[src/rtl/hds_pkg.sv]
package hds_pkg;

  localparam int unsigned FLEN_W = 17;

  typedef enum logic [1:0] {
    ST_IDLE  = 2'd0,
    ST_ARMED = 2'd1,
    ST_RUN   = 2'd2
  } hds_state_e;

  typedef struct packed {
    logic [1:0]        src_w;
    logic [1:0]        dst_w;
    logic [1:0]        mode;
    logic              fix_en;
    logic              fix_sel;
    logic [FLEN_W-1:0] frag_len;
    logic [FLEN_W-1:0] blk_len;
    logic [15:0]       src_step;
    logic [15:0]       dst_step;
  } hds_cfg_t;

  // bytes consumed by one beat for a width code
  function automatic logic [3:0] beat_bytes(input logic [1:0] code);
    return 4'd1 << code;
  endfunction

  // event level a request mode waits for; the list mode behaves as transaction
  function automatic logic [1:0] need_level(input logic [1:0] mode);
    return (mode == 2'd3) ? 2'd3 : mode + 2'd1;
  endfunction

endpackage

[src/rtl/hds_level_cnt.sv]
module hds_level_cnt #(
  parameter int unsigned W = 17
) (
  input  logic         clk,
  input  logic         rst_n,
  input  logic         load,
  input  logic [W-1:0] load_len,
  input  logic [W-1:0] reload_len,
  input  logic         fire,
  input  logic [3:0]   beat,
  input  logic         upper_end,
  output logic         last
);

  localparam int unsigned PAD = W - 4;

  logic [W-1:0] rem_q;
  logic [W-1:0] rem_d;
  logic [W-1:0] beat_ext;
  logic         cnt_en;

  assign beat_ext = {{PAD{1'b0}}, beat};
  assign last     = (rem_q <= beat_ext) || upper_end;
  assign cnt_en   = load || fire;

  always_comb begin
    rem_d = rem_q;
    if (load) begin
      rem_d = load_len;
    end else if (fire) begin
      rem_d = last ? reload_len : rem_q - beat_ext;
    end
  end

  always_ff @(posedge clk or negedge rst_n) begin
    if (!rst_n) begin
      rem_q <= '0;
    end else if (cnt_en) begin
      rem_q <= rem_d;
    end
  end

endmodule

[src/rtl/hds_addr_gen.sv]
module hds_addr_gen #(
  parameter int unsigned AW     = 32,
  parameter int unsigned STEP_W = 16
) (
  input  logic              clk,
  input  logic              rst_n,
  input  logic              load,
  input  logic [AW-1:0]     base,
  input  logic              fire,
  input  logic [STEP_W-1:0] step,
  input  logic              hold,
  output logic [AW-1:0]     addr
);

  localparam int unsigned PAD = AW - STEP_W;

  logic [AW-1:0] addr_d;
  logic [AW-1:0] inc;
  logic          addr_en;

  assign inc     = hold ? '0 : {{PAD{1'b0}}, step};
  assign addr_en = load || fire;

  always_comb begin
    addr_d = addr;
    if (load) begin
      addr_d = base;
    end else if (fire) begin
      addr_d = addr + inc;
    end
  end

  always_ff @(posedge clk or negedge rst_n) begin
    if (!rst_n) begin
      addr <= '0;
    end else if (addr_en) begin
      addr <= addr_d;
    end
  end

endmodule

[src/rtl/hds_ctrl.sv]
module hds_ctrl
  import hds_pkg::*;
(
  input  logic clk,
  input  logic rst_n,
  input  logic chan_en,
  input  logic req,
  input  logic pause_req,
  input  logic mem_ready,
  input  logic t_last,
  input  logic req_hit,
  output logic start,
  output logic fire,
  output logic mem_valid,
  output logic paused
);

  hds_state_e state_q;
  hds_state_e state_d;
  logic       paused_d;
  logic       accept;

  assign mem_valid = (state_q == ST_RUN) && !paused;
  assign fire      = mem_valid && mem_ready;
  assign accept    = chan_en && req && !paused && (state_q != ST_RUN);
  assign start     = accept && (state_q == ST_IDLE);

  always_comb begin
    state_d = state_q;
    if (!chan_en) begin
      state_d = ST_IDLE;
    end else if (accept) begin
      state_d = ST_RUN;
    end else if (fire) begin
      if (t_last) begin
        state_d = ST_IDLE;
      end else if (req_hit) begin
        state_d = ST_ARMED;
      end
    end
  end

  // a pause is granted only between beats
  assign paused_d = pause_req && (paused || (state_q != ST_RUN) || fire);

  always_ff @(posedge clk or negedge rst_n) begin
    if (!rst_n) begin
      state_q <= ST_IDLE;
      paused  <= 1'b0;
    end else begin
      state_q <= state_d;
      paused  <= paused_d;
    end
  end

endmodule

[src/rtl/hier_dma_seq.sv]
module hier_dma_seq
  import hds_pkg::*;
#(
  parameter int unsigned AW     = 32,
  parameter int unsigned TLEN_W = 28
) (
  input  logic              clk,
  input  logic              rst_n,
  input  logic              chan_en,
  input  logic [31:0]       frag_word,
  input  logic [FLEN_W-1:0] blk_len,
  input  logic [TLEN_W-1:0] trsc_len,
  input  logic [31:0]       step_word,
  input  logic [AW-1:0]     src_base,
  input  logic [AW-1:0]     dst_base,
  input  logic              hw_req,
  input  logic              sw_req,
  input  logic              pause_req,
  output logic              pause_ack,
  output logic              mem_valid,
  input  logic              mem_ready,
  output logic [AW-1:0]     mem_src_addr,
  output logic [AW-1:0]     mem_dst_addr,
  output logic [1:0]        mem_src_size,
  output logic [1:0]        mem_dst_size,
  output logic              frag_done,
  output logic              blk_done,
  output logic              trsc_done,
  output logic              req_done,
  output logic [AW-1:0]     cur_dst_addr
);

  localparam int unsigned STEP_W = 16;
  localparam int unsigned TPAD   = TLEN_W - FLEN_W;
  localparam int unsigned NSIDE  = 2;

  hds_cfg_t          cfg_q;
  hds_cfg_t          cfg_in;
  logic              start;
  logic              fire;
  logic              f_last;
  logic              b_last;
  logic              t_last;
  logic              req_hit;
  logic [1:0]        evt_lvl;
  logic [3:0]        beat;
  logic [TLEN_W-1:0] trsc_eff;
  logic [3:0]        done_d;
  logic [3:0]        done_q;
  logic              cfg_unused;

  assign cfg_unused = ^{frag_word[27:26], frag_word[23:22], frag_word[19:17]};

  // configuration fields sampled at transaction start
  always_comb begin
    cfg_in          = '0;
    cfg_in.src_w    = frag_word[31:30];
    cfg_in.dst_w    = frag_word[29:28];
    cfg_in.mode     = frag_word[25:24];
    cfg_in.fix_sel  = frag_word[21];
    cfg_in.fix_en   = frag_word[20];
    cfg_in.frag_len = frag_word[FLEN_W-1:0];
    cfg_in.blk_len  = blk_len;
    cfg_in.dst_step = step_word[31:16];
    cfg_in.src_step = step_word[15:0];
  end

  always_ff @(posedge clk or negedge rst_n) begin
    if (!rst_n) begin
      cfg_q <= '0;
    end else if (start) begin
      cfg_q <= cfg_in;
    end
  end

  assign trsc_eff = (trsc_len == '0) ? {{TPAD{1'b0}}, blk_len} : trsc_len;
  assign beat     = beat_bytes(cfg_q.src_w);

  hds_ctrl u_ctrl (
    .clk       (clk),
    .rst_n     (rst_n),
    .chan_en   (chan_en),
    .req       (hw_req | sw_req),
    .pause_req (pause_req),
    .mem_ready (mem_ready),
    .t_last    (t_last),
    .req_hit   (req_hit),
    .start     (start),
    .fire      (fire),
    .mem_valid (mem_valid),
    .paused    (pause_ack)
  );

  hds_level_cnt #(.W(TLEN_W)) u_trsc_cnt (
    .clk        (clk),
    .rst_n      (rst_n),
    .load       (start),
    .load_len   (trsc_eff),
    .reload_len ('0),
    .fire       (fire),
    .beat       (beat),
    .upper_end  (1'b0),
    .last       (t_last)
  );

  hds_level_cnt #(.W(FLEN_W)) u_blk_cnt (
    .clk        (clk),
    .rst_n      (rst_n),
    .load       (start),
    .load_len   (cfg_in.blk_len),
    .reload_len (cfg_q.blk_len),
    .fire       (fire),
    .beat       (beat),
    .upper_end  (t_last),
    .last       (b_last)
  );

  hds_level_cnt #(.W(FLEN_W)) u_frag_cnt (
    .clk        (clk),
    .rst_n      (rst_n),
    .load       (start),
    .load_len   (cfg_in.frag_len),
    .reload_len (cfg_q.frag_len),
    .fire       (fire),
    .beat       (beat),
    .upper_end  (b_last),
    .last       (f_last)
  );

  // address generators: index 0 = source, 1 = destination
  logic [AW-1:0]     side_base [NSIDE];
  logic [STEP_W-1:0] side_step [NSIDE];
  logic              side_hold [NSIDE];
  logic [AW-1:0]     side_addr [NSIDE];

  assign side_base[0] = src_base;
  assign side_base[1] = dst_base;
  assign side_step[0] = cfg_q.src_step;
  assign side_step[1] = cfg_q.dst_step;
  assign side_hold[0] = cfg_q.fix_en && !cfg_q.fix_sel;
  assign side_hold[1] = cfg_q.fix_en && cfg_q.fix_sel;

  for (genvar g = 0; g < NSIDE; g++) begin : g_side
    hds_addr_gen #(.AW(AW), .STEP_W(STEP_W)) u_addr (
      .clk   (clk),
      .rst_n (rst_n),
      .load  (start),
      .base  (side_base[g]),
      .fire  (fire),
      .step  (side_step[g]),
      .hold  (side_hold[g]),
      .addr  (side_addr[g])
    );
  end

  assign mem_src_addr = side_addr[0];
  assign mem_dst_addr = side_addr[1];
  assign cur_dst_addr = side_addr[1];
  assign mem_src_size = cfg_q.src_w;
  assign mem_dst_size = cfg_q.dst_w;

  // completion level of the beat now being accepted
  always_comb begin
    if (t_last)      evt_lvl = 2'd3;
    else if (b_last) evt_lvl = 2'd2;
    else if (f_last) evt_lvl = 2'd1;
    else             evt_lvl = 2'd0;
  end

  assign req_hit = fire && (evt_lvl != 2'd0) && (evt_lvl >= need_level(cfg_q.mode));

  assign done_d = {req_hit, fire && t_last, fire && b_last, fire && f_last};

  always_ff @(posedge clk or negedge rst_n) begin
    if (!rst_n) begin
      done_q <= '0;
    end else begin
      done_q <= done_d;
    end
  end

  assign frag_done = done_q[0];
  assign blk_done  = done_q[1];
  assign trsc_done = done_q[2];
  assign req_done  = done_q[3];

endmodule

[config.mk]
export PLATFORM = sky130hd
export DESIGN_NAME = hier_dma_seq
export DESIGN_NICKNAME = d
export VERILOG_FILES = /design/src/rtl/hds_pkg.sv /design/src/rtl/hds_level_cnt.sv /design/src/rtl/hds_addr_gen.sv /design/src/rtl/hds_ctrl.sv /design/src/rtl/hier_dma_seq.sv
export SDC_FILE = /design/constraint.sdc
export NUM_CORES = 1
export LEC_CHECK = 0
export ABC_AREA = 1
export CORE_ASPECT_RATIO = 0.7
export CORE_UTILIZATION = 45
export CTS_CLUSTER_SIZE = 40
export DETAILED_ROUTE_END_ITERATION = 6
export GPL_TIMING_DRIVEN = 0
export PLACE_DENSITY = 0.71
export SYNTH_ARGS = -nofsm -noshare
export SYNTH_HDL_FRONTEND = slang
export SYNTH_SLANG_ARGS = --single-unit
[constraint.sdc]
create_clock -name clk -period 5.1 [get_ports clk]
set_input_delay 1.02 -clock clk [delete_from_list [all_inputs] [get_ports clk]]
set_output_delay 1.02 -clock clk [all_outputs]
set_load 0.01 [all_outputs]
# After elaboration in Yosys (flattened, before gate mapping)
# Index checks and enable logic that the tools add are counted.
word_totals:
  inputBits: 180
  wordCells: 86
  regBits: 207
  output_inout_bits: 106
classes:
  n_bitwise: 1
  n_addsub: 6
  reduce_logical: 27
  order_cmp: 4
  n_eq_ne: 5
  n_shift: 1
  mux: 25
op_table:
  columns: ["cell", "count"]
  rows:
  - ["$mux W32", 4]
  - ["$mux W28", 4]
  - ["$mux W17", 6]
  - ["$add A32 B32 Y32", 2]
  - ["$le A17 B4 Y1", 2]
  - ["$sub A17 B4 Y17", 2]
  - ["$mux W16", 2]
  - ["$le A28 B4 Y1", 1]
  - ["$logic_not A28 Y1", 1]
  - ["$sub A28 B4 Y28", 1]
  - ["$mux W2", 8]
  - ["$logic_and A1 B1 Y1", 14]
  - ["$logic_or A1 B1 Y1", 5]
  - ["$eq A2 B2 Y1 const B", 2]
  - ["$ne A4 B1 Y1 const B", 1]
  - ["$reduce_and A2 Y1", 2]
  - ["$reduce_bool A2 Y1", 2]
  - ["$shl A1 B2 Y4 const A", 1]
  - ["$ne A3 B1 Y1 const B", 1]
  - ["$add A2 B1 Y2 const B", 1]
  - ["$ge A2 B2 Y1", 1]
  - ["$logic_not A1 Y1", 2]
  - ["$logic_not A2 Y1", 1]
  - ["$ne A2 B2 Y1 const B", 1]
  - ["2 further kinds", 2]

# Logic depth before layout (Yosys ltp)
# Gate-level depths: netlist (run 1).
logic_depth:
  word_depth: 15
  depth_mapped: 23
  mapped_depth_nobuf: 21

# Cells and area by module
# From an unflattened synthesis (run 1), not the netlist that was laid out.
hier_totals:
  cells_unflattened: 2345
  area_unflattened_um2: 15967.8
by_module_without_submodules:
  columns: ["module", "area_each_um2", "instances", "cells_each"]
  rows:
  - ["hds_addr_gen", 3027.9, 2, 496]
  - ["hier_dma_seq", 3651.0, 1, 330]
  - ["hds_level_cnt at u_blk_cnt ...", 1656.6, 2, 275]
  - ["hds_level_cnt at u_trsc_cnt", 2752.6, 1, 445]
  - ["hds_ctrl", 195.2, 1, 28]

# Worst setup path before layout (run 1)
# No wires, ideal clock.
synth_path:
  path_type: "reg2reg"
  startpoint: "register cfg_q (netlist bit mem_src_size[1])"
  endpoint: "register u_ctrl.state_q[1]"
  setup_slack_ns: 2.069
  stages_incl_launch_ff: 21
  period_less_slack_ns: 3.031
  required_ns: 5.032
  arrival_ns: 2.964
  path_buffers: 2
  cell_sequence: "dfrtp_1 nor2_1 inv_1 fa_1 nand3_1 nand3_2 nor2_2 nand2_2 nand2_4 nor2_8 buf_6 buf_6 a21oi_1 ha_1 o21ai_0 nand2_1 nand3_1 nand2_1 nand2_1 nand2_1 nand2_1"
synth_between:
  elab_chain_cells: 12
  word_cells_on_any_way: 19
  cone_classes: "order compare (4); eq/ne (1); shift (1); mux (7); reduce/logical (6)"
synth_rtl:
  columns: ["item", "line_no", "rtl"]
  rows:
  - ["from (decl)", "hier_dma_seq.sv:37", "hds_cfg_t cfg_q;"]
  - ["from (signal assigned)", "hier_dma_seq.sv:72", "cfg_q <= cfg_in;"]
  - ["$shl A1 B2 Y4 (*)", "hds_pkg.sv:25", "return 4'd1 << code;"]
  - ["branches (longest 11 deep; another with $le A28 B4 Y1)", null, null]
  - ["to (signal assigned)", "hds_ctrl.sv:51", "state_q <= state_d;"]
  - ["to (decl)", "hds_ctrl.sv:18", "hds_state_e state_q;"]
# Mark *: on every way between the ends. The select of a mux whose other input is x is not followed.
# A chain may end at the register's enable or synchronous reset.

# Final worst setup path (run 1)
layout_path:
  startpoint: "register cfg_q (netlist bit mem_src_size[1])"
  endpoint: "register u_ctrl.state_q[0]"
# Same word-level chain as after synthesis.

==> metrics.log, run 1 <==
INFO  metric outcome = completed
INFO  metric timing.clock.skew = 0.03800 ns
INFO  metric ys.warnings.count = 0
INFO  metric worstSetupPathType = reg2reg
INFO  metric area_of_the_multi_input_gates = 0.007664 mm^2
INFO  metric non_filler_cells_in_the_finished_layout = ~2,900
INFO  metric remaining_drc_errors = 0
INFO  metric yosys.area.top_type = dfrtp_1
INFO  metric irDropWorstVdd = ~0.0003 V
INFO  metric post_cts_resized = 0
INFO  metric cts-buffers-inserted = 23
INFO  metric synth.top_cells.by_count = nand2_1 (544), inv_1 (294), nor2_1 (262), dfrtp_1 (207), o21ai_0 (197)
INFO  metric placementRows = 54
INFO  metric gr-total-overflow = 0
INFO  metric detail_route.vias_per_cell = 5.458
INFO  metric synth_top_flop_cell = dfrtp_1
INFO  metric cts_hold_buf = 0
INFO  metric max_cap_violation_count = 0
INFO  metric nFillCells = between 3,000 and 4,000
INFO  metric cellLeakagePower = 9.252 nW
INFO  metric synthesis.nets = 2,395
INFO  metric start_util = 46.42%
INFO  metric place.port_buffers = 278
INFO  metric worst_hold_path_type = in2async
INFO  metric fin_crit = 3.923 ns
INFO  metric ys_types = 42
INFO  metric synth-seq-area-share = around a third
INFO  metric io_pins = 286
INFO  metric cts_setup_buffers = 0
INFO  metric cts_tree = yes
INFO  metric synth.ff_latch_count = 207
INFO  metric fraction_of_layout_cells_with_a_size_suffix_above_1 = 6.718%
INFO  metric fin_area = 0.01886 mm^2
INFO  metric detailed_route_wire_length = between 50 and 60 mm
INFO  metric finalWeightedCongestion = 0.9727
INFO  metric critPathCaptureType = flip-flop
INFO  metric route.antenna.remaining_nets = 0
INFO  metric slew_viol_final = 0
INFO  metric cts.htree.levels = 1
INFO  metric finalSetupViolations = 0
INFO  metric synth-edff-count = 0
INFO  metric placement.cell_area = 0.01804 mm^2
INFO  metric grt_first_pass_wirelength = 87.31 mm
INFO  metric worstMarginPinSlew = 0.9221 ns
INFO  metric power.density_cell_area = just under 600 mW/mm^2
INFO  metric synth_top_cell_area_share = approximately a third
INFO  metric crit_required = 5.59 ns
INFO  metric synthesized_area_per_cell = 6.782 um^2
INFO  metric routed-via-count = 15,880
INFO  metric clock_insertion_delay_worst_skew = 0.55 ns
INFO  metric final_nets = 2,700
INFO  metric max_clock_buf_depth = 3
INFO  metric total_die_area = 0.03335 mm^2
INFO  metric cp.arrival = 4.41 ns
INFO  metric layout.core_utilization = 59.63%
INFO  metric ctsRootBufferMaster = clkbuf_16
INFO  metric clkSinkCount = approximately 210
INFO  metric drt-wirelength-per-cell = 19.70 um
INFO  metric drtIter0Drc = 1,828
INFO  metric max_slew_margin = 38.53%
INFO  metric netlist_top_cells_area = dfrtp_1 (35%), nand2_1 (14%), inv_1 (7.5%), o21ai_0 (6.7%), nor2_1 (6.7%)
INFO  metric grt_max_degree = 93
INFO  metric hpwl = 44.59 mm
INFO  metric die_h = 153.1 um
INFO  metric dp_cells = 2,864
INFO  metric timing.final.crit_share = 76.92%
INFO  metric clk_slew_on_worst_s_h_paths = 0.06 ns
INFO  metric hold_slack = 0.3562 ns
INFO  metric via_count_of_the_first_global_routing_pass = 14,660
INFO  metric fmax = 0.2549 GHz
INFO  metric synthesized_cell_area = 0.01468 mm^2
INFO  metric finalHoldViolations = 0
INFO  metric ys_async_sr_fraction = 100.0%
INFO  metric firstDrtPassIters = 5
INFO  metric number_of_antenna_violations_at_the_first_check_in_global_routing = 3
INFO  metric syn-instance-count = roughly 2,200
INFO  metric setup-tns-final = 0 ns
INFO  metric synthMostInstantiatedCell = nand2_1
INFO  metric areaGrowthSynthToFinish = 28.47%
INFO  metric start_kind = flip-flop
INFO  metric track_usage = around 34%
INFO  metric die_x = 217.9 um
INFO  metric core_footprint = ~0.032 mm^2
INFO  metric timing.critical_path.fanout_max = 10
INFO  metric regArea = slightly above 0.005 mm^2
INFO  metric grt_setup_unrepaired = false
==> critical path, stage by stage (launching register included) <==
cell,delay [ns]
dfrtp_1,0.43
nor2_1,0.41
inv_1,0.26
fa_1,0.49
nand3_1,0.15
nand3_2,0.15
nor2_2,0.23
nand2_2,0.09
nand2_4,0.17
nor2_8,0.09
buf_6,0.17
buf_6,0.17
a21oi_1,0.15
ha_1,0.24
o21ai_0,0.16
nand2_1,0.07
nand3_1,0.15
nand2_1,0.07
nand2_1,0.07
nand2_1,0.05
nand2_1,0.06
==> cell type report <==
class	instances	share of cell area, %
multi-input cells	1544	40.64
clock buffers	34	3.484
plain buffers	112	3.716
well taps	420	2.787
diodes	3	0.03981
clock inverters	8	0.7764
repair buffers	280	15.08
inverters	301	6.005
flip-flops and latches	207	27.47
==> stage by stage <==
| stage | worst slack [ns] | total power [mW] |
|---|---|---|
| 3_5_place_dp | 1.293 | 9.249 |
| 2_1_floorplan | 2.069 | 6.925 |
| 4_1_cts | 1.275 | 11.11 |
| 3_3_place_gp | -6.266 | 9.116 |
| 6_report | 1.177 | 11.25 |
| 5_1_grt | 0.9681 | 12.08 |
==> layer usage <==
layer,routed length [um],track usage (%)
met5,0,0
met4,1165,7.193
met3,6005,7.363
met2,23100,47.57
met1,27030,53.75
==> flip-flops by register name, indices dropped and copies added, names as in the netlist <==
register and count:
cfg_q 70, done_q 4, g_side.u_addr.addr 64, mem_dst_size 2
mem_src_size 2, u_blk_cnt.rem_q 17, u_ctrl.paused 1, u_ctrl.state_q 2
u_frag_cnt.rem_q 17, u_trsc_cnt.rem_q 28
==> kinds of logic after synthesis <==
kind of cell,count (synthesis),share of synthesized area (%)
AND/OR/NAND/NOR,1072,30.73
buffers and inverters,413,12.49
AO/OA/AOI/OAI,364,13.48
flip-flops,207,35.29
XOR/XNOR,57,3.402
adder cells (fa/ha/maj),51,4.604
==> cell usage in the layout, fill, tap and decap left out, types with 9 or more instances in the layout <==
master	instances
buf_2	35
o211ai_1	11
xnor2_1	13
nand4_1	18
inv_1	294
xor2_1	44
buf_6	9
ha_1	46
o21bai_1	9
nand3b_1	13
o21ai_0	197
clkbuf_1	30
nor3_1	22
buf_4	45
a31oi_1	14
nor2_1	262
clkdlybuf4s50_1	277
nand3_1	176
a21oi_1	89
nand2_1	544
clkbuf_16	23
dfrtp_1	207
o21ai_1	13
a22oi_1	14
==> final timing paths <==
| check | startpoint | end | slack [ns] | depth (start not counted) |
|---|---|---|---|---|
| max in group asynchronous | rst_n | g_side[0].u_addr.addr[10] | 3.53 | 3 |
| hold / removal | rst_n | u_trsc_cnt.rem_q[13] | 0.36 | 1 |
| min in group clk | cfg_q[44] | cfg_q[44] | 0.48 | 2 |
| hold reg to reg | cfg_q[44] | cfg_q[44] | 0.48 | 2 |
| setup reg to reg | mem_src_size[1] | u_ctrl.state_q[0] | 1.18 | 20 |
| setup / recovery | mem_src_size[1] | u_ctrl.state_q[0] | 1.18 | 20 |
==> report_power, final <==
part	switching (mW)	internal (mW)	total (mW)
Clock	0.745	1.10	1.84
Sequential	0.724	2.39	3.11
Combinational	3.70	2.60	6.30
Total	5.17	6.08	11.3
No activity file was read; power rests on OpenSTA's default activity.
==> inputs of run 2 (changes only) <==
- clock period: 5.1 -> 3.7 ns (I/O delays scaled with it)
==> metrics.log, run 2 (synthesis results as in run 1) <==
INFO  metric regArea = 0.005181 mm^2
INFO  metric power.density_cell_area = 824.4 mW/mm^2
INFO  metric grt_max_degree = 93
INFO  metric final_nets = 2,702
INFO  metric io_pins = 286
INFO  metric timing.clock.skew = 0.04125 ns
INFO  metric slew_viol_final = 0
INFO  metric non_filler_cells_in_the_finished_layout = 2,911
INFO  metric cts.htree.levels = 1
INFO  metric nFillCells = 3,029
INFO  metric cellLeakagePower = 9.264 nW
INFO  metric route.antenna.remaining_nets = 0
INFO  metric area_of_the_multi_input_gates = slightly below 0.008 mm^2
INFO  metric drt-wirelength-per-cell = 19.70 um
INFO  metric placement.cell_area = 0.01804 mm^2
INFO  metric worstMarginPinSlew = roughly 0.95 ns
INFO  metric die_x = 217.9 um
INFO  metric worstSetupPathType = reg2reg
INFO  metric detail_route.vias_per_cell = 5.459
INFO  metric via_count_of_the_first_global_routing_pass = 14,670
INFO  metric timing.final.ws_setup = between 0.15 and 0.2 ns
INFO  metric start_util = 46.42%
INFO  metric finalSetupViolations = 0
INFO  metric cp.arrival = 4.01 ns
INFO  metric cts_tree = yes
INFO  metric track_usage = 34.33%
INFO  metric areaGrowthSynthToFinish = 28.77%
INFO  metric fin_crit = 3.521 ns
INFO  metric remaining_drc_errors = 0
INFO  metric number_of_antenna_violations_at_the_first_check_in_global_routing = 3
INFO  metric timing.final.crit_share = a little over nine tenths
INFO  metric detailed_route_wire_length = 57.34 mm
INFO  metric outcome = completed
INFO  metric fraction_of_layout_cells_with_a_size_suffix_above_1 = between 6 and 7%
INFO  metric regToRegSetupSlack = around 0.18 ns
INFO  metric ctsRootBufferMaster = clkbuf_16
INFO  metric hpwl = 44.59 mm
INFO  metric timing.critical_path.fanout_max = 10
INFO  metric total_die_area = 0.03335 mm^2
INFO  metric irDropWorstVdd = 0.0004166 V
INFO  metric clock_insertion_delay_worst_skew = 0.56 ns
INFO  metric drtIter0Drc = 1,680
INFO  metric layout.cells.most_common_list = nand2_1 (544), inv_1 (293), clkdlybuf4s50_1 (277)
INFO  metric core_footprint = 0.03162 mm^2
INFO  metric dp_cells = 2,864
INFO  metric critPathCaptureType = flip-flop
INFO  metric start_kind = flip-flop
INFO  metric setup-tns-final = 0 ns
INFO  metric layout.cells.most_common = nand2_1
INFO  metric fin_area = ~0.019 mm^2
INFO  metric max_cap_violation_count = 0
INFO  metric preCtsSetupSlack = -0.1073 ns
INFO  metric max_clock_buf_depth = 3
INFO  metric firstDrtPassIters = 6
INFO  metric crit_required = 4.19 ns
INFO  metric gr-total-overflow = 0
INFO  metric max_slew_margin = a little over a third
INFO  metric place.port_buffers = 278
INFO  metric clk_slew_on_worst_s_h_paths = 0.06 ns
INFO  metric largest-register = cfg_q
INFO  metric clkSinkCount = a little over 200
INFO  metric cts-buffers-inserted = 23
INFO  metric finalWeightedCongestion = about 0.97
INFO  metric fmax = 0.2840 GHz
INFO  metric total_power = 15.58 mW
INFO  metric routed-via-count = 15,890
INFO  metric placementRows = 54
INFO  metric largest_register_ff_count = 70
INFO  metric finalHoldViolations = 0
INFO  metric worst_hold_path_type = in2async
INFO  metric top_regs = cfg_q: 70 flops, g_side.u_addr.addr: 64 flops, u_trsc_cnt.rem_q: 28 flops
INFO  metric die_h = 153.1 um
INFO  metric grt_first_pass_wirelength = 87.31 mm
run 2: through the flow:
| stage | utilization [%] | hold slack (ns) |
|---|---|---|
| floorplan | - | 0.4428 |
| global placement | 56.88 | 0.4584 |
| detailed placement | 57.07 | 0.4629 |
| CTS | 59.62 | 0.08626 |
| global route | 59.76 | 0.09934 |
| finish | 59.77 | 0.07852 |
run 2: worst max-delay path, stage by stage, from the launching register on:
cell	delay [ns]
dfrtp_1	0.43
inv_1	0.15
nand2_1	0.20
ha_1	0.44
nand3_1	0.20
nand3_4	0.14
nor2_4	0.06
nand2_2	0.08
nand2_4	0.12
nor2_8	0.22
buf_6	0.21
buf_6	0.18
a21oi_1	0.09
ha_1	0.28
o21ai_0	0.16
nand2_1	0.06
nand3_1	0.16
nand2_1	0.07
nand2_1	0.07
nand2_1	0.05
nand2_1	0.06
run 2: worst paths after layout:
kind,startpoint,end,cells after the start
setup / recovery,mem_src_size[0],u_ctrl.state_q[0],20
min in group clk,cfg_q[44],cfg_q[44],2
hold reg to reg,cfg_q[44],cfg_q[44],2
max in group asynchronous,rst_n,g_side[0].u_addr.addr[10],3
setup reg to reg,mem_src_size[0],u_ctrl.state_q[0],20
hold / removal,rst_n,u_trsc_cnt.rem_q[13],1
run 2: cell type report:
class | count | area share, %
sequential | 207 | 27.41
clock inverter | 8 | 0.7746
buffer | 112 | 3.707
inverter | 301 | 5.991
multi-input combinational | 1544 | 40.70
antenna | 3 | 0.03972
tap | 420 | 2.781
timing repair buffer | 282 | 15.12
clock buffer | 34 | 3.476
run 2: metal layers:
| metal | global-route usage [%] | vias to the layer above | part of all wire [%] | wire (um) |
|---|---|---|---|---|
| li1 | - | 7505 | - | - |
| met1 | 53.74 | 7513 | 47 | 26860 |
| met2 | 47.57 | 805 | 41 | 23280 |
| met3 | 7.363 | 69 | 11 | 6089 |
| met4 | 7.293 | 0 | 1.9 | 1111 |
| met5 | 0 | - | 0 | 0 |
run 2: power breakdown:
| group | internal, mW | switching, mW |
|---|---|---|
| combinational | 3.61 | 5.13 |
| sequential | 3.29 | 1.01 |
| clock | 1.51 | 1.02 |
| total | 8.41 | 7.17 |
run 2: what timing repair did:
item                                   in CTS  in global routing
pin swaps                                   0                  1
gates resized for setup                     1                  7
setup endpoints to repair                   2                  3
endpoints found under the hold margin       0                  0
hold buffers                                0                  0
setup buffers                               0                  2
==> inputs of run 3 (changes only) <==
- DONT_BUFFER_PORTS: unset -> 1
- PLACE_DENSITY: 0.71 -> unset
==> metrics.log, run 3 (synthesis results as in run 1) <==
INFO  metric outcome = finished with violations
INFO  metric violations = hold timing
INFO  metric hpwl = 42.13 mm
INFO  metric die_x = 217.9 um
INFO  metric largest_register_ff_count = 70
INFO  metric layout.cells.most_common_list = nand2_1 (544), inv_1 (293), nor2_1 (260)
INFO  metric top_regs = cfg_q: 70 flops, g_side.u_addr.addr: 64 flops, u_trsc_cnt.rem_q: 28 flops
INFO  metric worstMarginPinSlew = 1.026 ns
INFO  metric number_of_antenna_violations_at_the_first_check_in_global_routing = 10
INFO  metric total_power = 14.20 mW
INFO  metric slew_viol_final = 0
INFO  metric place.port_buffers = 0
INFO  metric detailed_route_wire_length = approximately 55 mm
INFO  metric finalHoldViolations = 207
INFO  metric fmax = 0.2869 GHz
INFO  metric critical_path.slowest_cell = dfrtp_2
INFO  metric clock_insertion_delay_worst_skew = 0.55 ns
INFO  metric gr-total-overflow = 0
INFO  metric worstSetupPathType = reg2reg
INFO  metric clk_slew_on_worst_s_h_paths = 0.07 ns
INFO  metric hold_slack = -0.1004 ns
INFO  metric grt_max_degree = 208
INFO  metric cts.htree.levels = 1
INFO  metric finalWeightedCongestion = 0.9575
INFO  metric core_footprint = 0.03162 mm^2
INFO  metric fin_crit = 3.486 ns
INFO  metric cp.arrival = around 4.0 ns
INFO  metric worst_path_most_repeated_cell = nand2_1
INFO  metric critPathCaptureType = flip-flop
INFO  metric grt_setup_unrepaired = false
INFO  metric fraction_of_layout_cells_with_a_size_suffix_above_1 = 7.877%
INFO  metric regToRegSetupSlack = 0.21 ns
INFO  metric layout.core_utilization = 50.80%
INFO  metric max_clock_buf_depth = 3
INFO  metric irDropWorstVdd = 0.0004223 V
INFO  metric drt-wirelength-per-cell = roughly 21 um
INFO  metric die_h = between 150 and 200 um
INFO  metric timing.critical_path.cells = nor2_4, ha_1, inv_1, fa_1, nand3_2, nand3_2, nor2_4, nand2_2, nand2_8, nor2_8, buf_6, buf_6, a21oi_1, ha_1, o21ai_0, nand2_1, nand3_2, nand2_1, nand2_1, nand2_1, nand2_1
INFO  metric route.antenna.remaining_nets = 0
INFO  metric timing.clock.skew = 0.01419 ns
INFO  metric track_usage = approximately a third
INFO  metric finalSetupViolations = 0
INFO  metric io_pins = about 290
INFO  metric clkSinkCount = 207
INFO  metric layout.cells.most_common = nand2_1
INFO  metric routed-via-count = between 10,000 and 15,000
INFO  metric placementRows = 54
INFO  metric start_kind = flip-flop
INFO  metric max_cap_violation_count = 0
INFO  metric remaining_drc_errors = 0
INFO  metric via_count_of_the_first_global_routing_pass = 13,420
INFO  metric cellLeakagePower = 8.150 nW
INFO  metric timing.final.crit_share = 94.21%
INFO  metric final_nets = 2,423
INFO  metric total_die_area = 0.03335 mm^2
INFO  metric cts-buffers-inserted = 24
INFO  metric areaGrowthSynthToFinish = 9.446%
INFO  metric stage_delay_of_the_slowest_cell_on_the_critical_path = between 0.4 and 0.5 ns
INFO  metric start_util = 46.42%
INFO  metric drtIter0Drc = roughly 1,600
INFO  metric cts_tree = yes
INFO  metric ctsRootBufferMaster = clkbuf_16
INFO  metric worst_hold_path_type = in2async
INFO  metric firstDrtPassIters = 5
INFO  metric timing.critical_path.fanout_max = 10
INFO  metric detail_route.vias_per_cell = 5.461
INFO  metric grt_first_pass_wirelength = slightly above 80 mm
INFO  metric crit_required = 4.18 ns
INFO  metric power.density_cell_area = roughly 880 mW/mm^2
INFO  metric max_slew_margin = 31.58%
INFO  metric largest-register = cfg_q
-- run 3: cell count changes in the layout (fill, tap and decap cells not counted), moves of 2 or more --
cell and change:
nand3_2 +3, clkbuf_16 +2, clkdlybuf4s50_1 -277, diode_2 +6, clkinvlp_4 +3, buf_16 -2
clkbuf_8 -3, bufinv_16 -2, nand3_1 -2
-- run 3: timing repair --
item / 4_1_cts / 5_1_grt
endpoints found under the setup margin: 3 / 3
endpoints found under the hold margin: 207 / 207
pin swaps: 0 / 2
setup buffers: 0 / 2
resized for setup: 3 / 8
-- run 3: metal layers --
layer,part of all wire (%),track usage [%],up-vias
li1,-,-,6942
met1,47,50.44,6753
met2,40,44.46,650
met3,11,9.234,57
met4,1.7,8.292,4
met5,0.040,0,-
-- run 3: metrics by stage --
step                      instance area, um^2  worst slack [ns]  instances  TNS [ns]
final                                   16060            0.2142       2638         0
after global routing                    16050           0.02550       2634         0
after global placement                  15200          -0.07515       2584   -0.1424
after detailed placement                15200           -0.1076       2584   -0.2139
after CTS                               15990           0.03887       2627         0
after floorplan                         14680            0.6685       2164         0
-- run 3: power by group --
group	switching [mW]	internal [mW]
Sequential	1.19	3.29
Combinational	4.62	2.64
Clock	1.06	1.41
-- run 3: area by class of cell --
| type | instances | area, um^2 |
|---|---|---|
| fill | 3239 | 15560 |
| multi-input combinational | 1544 | 7702 |
| sequential | 207 | 5182 |
| inverter | 301 | 1132 |
| buffer | 112 | 700.7 |
| clock buffer | 33 | 665.6 |
| tap | 420 | 525.5 |
| clock inverter | 10 | 116.4 |
| antenna | 9 | 22.52 |
| timing repair buffer | 2 | 15.01 |
-- run 3: critical path, delay by kind of cell (launching register included) --
family,cells,cell delay (ns)
fa+ha+maj,3,0.85
buf+inv,3,0.39
simple gates,13,1.37
flops,1,0.47
compound gates,2,0.33
-- run 3: worst paths after layout --
path,from,end,cells after the start
min,rst_n,u_trsc_cnt.rem_q[10],0
max in group asynchronous,rst_n,g_side[0].u_addr.addr[21],0
max,mem_src_size[1],u_ctrl.state_q[1],21
max reg2reg,mem_src_size[1],u_ctrl.state_q[1],21
min in group clk,frag_word[31],mem_src_size[1],2
min reg2reg,cfg_q[33],cfg_q[33],2
